[src/rtl/md4_pkg.sv]
`timescale 1ns/1ps
package md4_pkg;

  localparam int WORD_W     = 32;
  localparam int MSG_WORDS  = 16;
  localparam int CHAIN_W    = 4;
  localparam int TOTAL_STEP = 48;
  localparam int IDX_W      = 6;

  typedef logic [WORD_W-1:0] word_t;
  typedef logic [CHAIN_W-1:0][WORD_W-1:0] quad_t;
  typedef logic [MSG_WORDS-1:0][WORD_W-1:0] block_t;

  typedef enum logic [1:0] {
    RND_SEL = 2'd0,
    RND_MAJ = 2'd1,
    RND_PAR = 2'd2
  } round_e;

  typedef struct packed {
    round_e     rnd;
    logic [4:0] shamt;
    logic [3:0] widx;
    word_t      kconst;
  } step_ctl_t;

  localparam word_t K_MAJ = 32'h5A82_7999;
  localparam word_t K_PAR = 32'h6ED9_EBA1;

  function automatic word_t f_sel(word_t x, word_t y, word_t z);
    return (x & y) | (~x & z);
  endfunction

  function automatic word_t f_maj(word_t x, word_t y, word_t z);
    return (x & y) | (x & z) | (y & z);
  endfunction

  function automatic word_t f_par(word_t x, word_t y, word_t z);
    return x ^ y ^ z;
  endfunction

  function automatic word_t rotl32(word_t x, logic [4:0] s);
    return (x << s) | (x >> (6'd32 - {1'b0, s}));
  endfunction

  // Rotation amount for a round and the step position inside a group of four.
  function automatic logic [4:0] shift_of(round_e r, logic [1:0] pos);
    logic [4:0] amt;
    unique case (r)
      RND_SEL: case (pos)
                 2'd0: amt = 5'd3;  2'd1: amt = 5'd7;
                 2'd2: amt = 5'd11; default: amt = 5'd19;
               endcase
      RND_MAJ: case (pos)
                 2'd0: amt = 5'd3;  2'd1: amt = 5'd5;
                 2'd2: amt = 5'd9;  default: amt = 5'd13;
               endcase
      default: case (pos)
                 2'd0: amt = 5'd3;  2'd1: amt = 5'd9;
                 2'd2: amt = 5'd11; default: amt = 5'd15;
               endcase
    endcase
    return amt;
  endfunction

endpackage

[src/rtl/md4_sched.sv]
`timescale 1ns/1ps
module md4_sched
  import md4_pkg::*;
(
  input  logic [IDX_W-1:0] step_idx,
  output step_ctl_t        ctl
);

  logic [1:0] grp;
  logic [3:0] pos;

  always_comb begin
    grp = step_idx[5:4];
    pos = step_idx[3:0];
    unique case (grp)
      2'd0: begin
        ctl.rnd    = RND_SEL;
        ctl.kconst = '0;
        ctl.widx   = pos;
      end
      2'd1: begin
        ctl.rnd    = RND_MAJ;
        ctl.kconst = K_MAJ;
        ctl.widx   = {pos[1:0], pos[3:2]};
      end
      default: begin
        ctl.rnd    = RND_PAR;
        ctl.kconst = K_PAR;
        ctl.widx   = {pos[0], pos[1], pos[2], pos[3]};
      end
    endcase
    ctl.shamt = shift_of(ctl.rnd, pos[1:0]);
  end

endmodule

[src/rtl/md4_step.sv]
`timescale 1ns/1ps
module md4_step
  import md4_pkg::*;
(
  input  step_ctl_t ctl,
  input  word_t     msg,
  input  quad_t     q_in,
  output quad_t     q_out
);

  word_t mix;
  word_t acc;
  word_t upd;

  always_comb begin
    unique case (ctl.rnd)
      RND_SEL: mix = f_sel(q_in[1], q_in[2], q_in[3]);
      RND_MAJ: mix = f_maj(q_in[1], q_in[2], q_in[3]);
      default: mix = f_par(q_in[1], q_in[2], q_in[3]);
    endcase
    acc = q_in[0] + mix + msg + ctl.kconst;
    upd = rotl32(acc, ctl.shamt);
    // Roles shift so the next target sits in slot 0: (D, A', B, C).
    q_out[0] = q_in[3];
    q_out[1] = upd;
    q_out[2] = q_in[1];
    q_out[3] = q_in[2];
  end

endmodule

[src/rtl/md4_core.sv]
`timescale 1ns/1ps
module md4_core
  import md4_pkg::*;
#(
  parameter int STEPS_PER_CYCLE = 1
) (
  input  logic         clk,
  input  logic         rst_n,
  input  logic         in_valid,
  output logic         in_ready,
  input  logic [127:0] in_chain,
  input  logic [511:0] in_block,
  output logic         out_valid,
  output logic [127:0] out_digest
);

  localparam int CYCLES = TOTAL_STEP / STEPS_PER_CYCLE;
  localparam int CNT_W  = (CYCLES > 1) ? $clog2(CYCLES) : 1;

  logic             busy_q;
  logic [CNT_W-1:0] cnt_q;
  quad_t            work_q;
  quad_t            chain_q;
  block_t           blk_q;
  logic [IDX_W-1:0] base_idx;
  logic             take;
  logic             last;
  quad_t            lane [STEPS_PER_CYCLE+1];
  quad_t            sum_w;

  assign in_ready = ~busy_q;
  assign take     = in_valid & ~busy_q;
  assign last     = (cnt_q == CNT_W'(CYCLES - 1));
  assign base_idx = IDX_W'(int'(cnt_q) * STEPS_PER_CYCLE);
  assign lane[0]  = work_q;

  for (genvar g = 0; g < STEPS_PER_CYCLE; g++) begin : g_step
    logic [IDX_W-1:0] idx;
    step_ctl_t        ctl;
    assign idx = base_idx + IDX_W'(g);

    md4_sched u_sched (
      .step_idx (idx),
      .ctl      (ctl)
    );

    md4_step u_step (
      .ctl   (ctl),
      .msg   (blk_q[ctl.widx]),
      .q_in  (lane[g]),
      .q_out (lane[g+1])
    );
  end

  for (genvar n = 0; n < CHAIN_W; n++) begin : g_fold
    assign sum_w[n] = chain_q[n] + lane[STEPS_PER_CYCLE][n];
  end

  always_ff @(posedge clk) begin
    if (!rst_n) begin
      busy_q     <= 1'b0;
      cnt_q      <= '0;
      out_valid  <= 1'b0;
      out_digest <= '0;
    end else begin
      out_valid <= 1'b0;
      if (take) begin
        busy_q <= 1'b1;
        cnt_q  <= '0;
      end else if (busy_q) begin
        if (last) begin
          busy_q     <= 1'b0;
          out_valid  <= 1'b1;
          out_digest <= sum_w;
        end else begin
          cnt_q <= cnt_q + 1'b1;
        end
      end
    end
  end

  always_ff @(posedge clk) begin
    if (take) begin
      chain_q <= in_chain;
      work_q  <= in_chain;
      blk_q   <= in_block;
    end else if (busy_q) begin
      work_q <= lane[STEPS_PER_CYCLE];
    end
  end

endmodule

[config.mk]
export PLATFORM = sky130hd
export DESIGN_NAME = md4_core
export DESIGN_NICKNAME = d
export VERILOG_FILES = /design/src/rtl/md4_pkg.sv /design/src/rtl/md4_sched.sv /design/src/rtl/md4_step.sv /design/src/rtl/md4_core.sv
export SDC_FILE = /design/constraint.sdc
export NUM_CORES = 2
export LEC_CHECK = 0
export CORE_AREA = 4 4 297 299
export DETAILED_ROUTE_END_ITERATION = 16
export DIE_AREA = 0 0 301 303
export PLACE_DENSITY = 0.8
export SLEW_MARGIN = 20
export SYNTH_ARGS = -nofsm -noshare
export SYNTH_HDL_FRONTEND = slang
export SYNTH_SLANG_ARGS = --single-unit
[constraint.sdc]
create_clock -name clk -period 25.1 [get_ports clk]
set_input_delay 2.51 -clock clk [delete_from_list [all_inputs] [get_ports clk]]
set_output_delay 2.51 -clock clk [all_outputs]
set_load 0.02 [all_outputs]
==> impl_metrics.json <==
{
  "status": "finished clean",
  "reg2reg_to": "out_digest[63]",
  "syn-num-nets": 4585,
  "routabilityCongestion": 0.988,
  "hold_viol": 0,
  "holdCritPathClass": "reg2reg",
  "cts_made_buffers": 95,
  "ys_seq_area_frac": 0.564,
  "path_max_fanout": 48,
  "r2r_cells": 33,
  "layout-drive-gt1-share": 0.0884,
  "slew_headroom": 0.268,
  "dr.pass1.iters": 6,
  "grt_pass1_vias": 33477,
  "num_rows": 107,
  "cp-endpoint": "out_digest[63]",
  "period_share": 0.424,
  "startpoint_type": "flop",
  "p_total_mw": 7.25,
  "tns_ps": 0,
  "cts.sinks": 904,
  "portBuffers": 772,
  "start_util": 0.537,
  "tightest_slew_ps": 1100,
  "syn_to_final_growth_pct": 26.9,
  "synth_area_sq_mm": 0.0458,
  "fmax_mhz": 93.9,
  "rsz0062_at_grt": "no",
  "ant_nets": 0,
  "dp_hpwl_mm": 115,
  "cp-end-kind": "flop",
  "ir_drop_v": 0.000125,
  "tritoncts": "done",
  "setup_violations": 0,
  "via_per_inst": 6.00,
  "cellPowerDensity_mw_per_mm2": 125,
  "clkSlewWorstSetupHoldPaths_ps": 60,
  "top_level_ports": 773,
  "root_buffer": "clkbuf_16",
  "avgSynthCellArea_sq_um": 12.4,
  "cts_setup_buffers": 0,
  "worstPathArrival_ps": 11200,
  "drc": 0,
  "yosysUniqueCellTypes": 76,
  "min_period_ps": 10650,
  "cts_resized": 0,
  "grt_max_degree": 127,
  "die_area_sq_mm": 0.0912,
  "layout.nets": 5324,
  "hold_buffers": 0,
  "max_stage_delay_ps": 870,
  "worst-setup-path-type": "reg2reg",
  "r2r_slack_ps": 14450,
  "slowest_stage": "buf_4",
  "synth_edf_count": 768,
  "clock_latency_ps": 670,
  "cap_violations": 0,
  "drt-total-wl_mm": 152,
  "r2r-start": "cnt_q[5]",
  "crit_cells": 33,
  "die-height_microns": 303,
  "async_reset_ff_frac": 0,
  "core-area_sq_mm": 0.0851,
  "grt.total_usage": 0.324,
  "synthCells": 3683,
  "critPathBufInv": 2,
  "antenna_found_initial": 42,
  "cpLargestDelayFamily": "compound AO/OA/AOI/OAI gates",
  "dieWidth_microns": 301,
  "clockBufferDepth": 3,
  "p_leak_nw": 21.7,
  "synth_ff_type": "edfxtp_1",
  "final_common_cell": "clkdlybuf4s50_1",
  "first_iter_violations": 3689,
  "synth_seq_cells": 904,
  "post_drt_wl_per_cell_microns": 26.7,
  "cp_data_required_time_ps": 25650,
  "overflow": 0,
  "htreeDepth": 3,
  "mostFrequentLayoutCells": "clkdlybuf4s50_1 (772), edfxtp_1 (768), nand2_1 (474), a21oi_1 (268), o21ai_0 (217)",
  "grt_pass1_wl_mm": 217,
  "startpoint": "cnt_q[5]",
  "synth_warnings": 0,
  "slew_violations": 0,
  "routed-via-count": 34086,
  "finClkSkew_ps": 46.3
}
[cells in the mapped netlist, types with 5 or more instances]
cell type | number | share of area
and3_1 | 13 | 0.0018
mux2i_1 | 89 | 0.019
buf_1 | 26 | 0.0021
a221oi_1 | 8 | 0.0015
nor3_1 | 47 | 0.0051
ha_1 | 168 | 0.046
o21ai_0 | 218 | 0.024
o21a_1 | 40 | 0.0066
o211ai_1 | 38 | 0.0062
inv_1 | 180 | 0.015
xnor2_1 | 86 | 0.016
xor2_1 | 40 | 0.0077
a31o_2 | 8 | 0.0015
nand3b_1 | 5 | 0.00082
a211o_1 | 6 | 0.0011
dfxtp_1 | 136 | 0.060
mux2_2 | 44 | 0.011
edfxtp_1 | 768 | 0.50
a41oi_1 | 7 | 0.0013
a21oi_1 | 271 | 0.030
a21o_1 | 70 | 0.011
o311ai_0 | 5 | 0.00096
fa_1 | 91 | 0.040
o221ai_1 | 5 | 0.00096
nor2_1 | 195 | 0.016
nor4_1 | 9 | 0.0012
o21bai_1 | 16 | 0.0026
nand4_1 | 11 | 0.0015
a311oi_1 | 5 | 0.00096
nand2b_1 | 13 | 0.0018
nand3_1 | 64 | 0.0070
nor2b_1 | 43 | 0.0059
and2_1 | 21 | 0.0029
a31oi_1 | 21 | 0.0029
or3_1 | 22 | 0.0030
o22ai_1 | 8 | 0.0011
or2_2 | 10 | 0.0014
mux4_2 | 130 | 0.064
buf_2 | 5 | 0.00055
nand2_1 | 476 | 0.039
a211oi_1 | 54 | 0.0089
o31ai_1 | 9 | 0.0015
clkbuf_1 | 136 | 0.011
[state kept, by name, summed over array words and instances, names as in the netlist]
| register | cells |
|---|---|
| chain_q | 128 |
| blk_q | 512 |
| out_valid | 1 |
| lane | 128 |
| out_digest | 128 |
| busy_q | 1 |
| cnt_q | 6 |
[layer usage]
| metal | up-vias | share of wire | track usage |
|---|---|---|---|
| li1 | 15217 | - | - |
| met1 | 16634 | 0.36 | 0.399 |
| met2 | 1899 | 0.50 | 0.549 |
| met3 | 328 | 0.092 | 0.0698 |
| met4 | 8 | 0.049 | 0.156 |
| met5 | - | 0.00034 | 0 |
[worst min-delay path by stage]
stage	endpoint	from	cells after the start
floorplan	out_digest[68]	out_digest[68]	2
global placement	out_digest[86]	out_digest[86]	2
detailed placement	out_digest[90]	out_digest[90]	2
CTS	out_digest[42]	out_digest[42]	2
global route	out_digest[90]	out_digest[90]	2
finish	out_digest[90]	out_digest[90]	2
[cell type report]
type                       count  area, sq um
clock buffer                 130         2800
multi-input combinational   2430        18700
clock inverter                45          509
tap                         1144         1430
sequential                   904        25800
antenna                       39         97.6
fill                        6077        27100
timing repair buffer         809         8020
inverter                     182          692
[where the power goes]
part / total, mW / leakage, nW / switching, mW / internal [mW]
Clock: 1.48 / 1.63 / 0.616 / 0.860
Sequential: 1.92 / 8.49 / 0.115 / 1.80
Combinational: 3.86 / 11.6 / 2.36 / 1.49
[tightest hold or removal path: stages (launching register included)]
cell and delay (ps):
dfxtp_1 310, nand2_1 50, a21oi_1 50
[stage by stage]
stage                     hold WS (ps)  setup slack (ps)  utilization  cell area [sq um]  cells
after floorplan                    530              3420            -              45800   3683
after global routing               468             13520        0.682              58000   5674
after global placement             440             14630        0.642              54600   5469
after CTS                          452             14460        0.681              58000   5644
after detailed placement           444             14490        0.642              54600   5469
final                              451             14450        0.682              58100   5683
[kinds of logic after synthesis]
kind of cell | synth area share
flip-flops | 0.564
buffers and inverters | 0.0288
adder cells (fa/ha/maj) | 0.0858
AO/OA/AOI/OAI | 0.113
AND/OR/NAND/NOR | 0.0902
multiplexers | 0.0943
XOR/XNOR | 0.0241
Power figures use the tool's default switching activity.
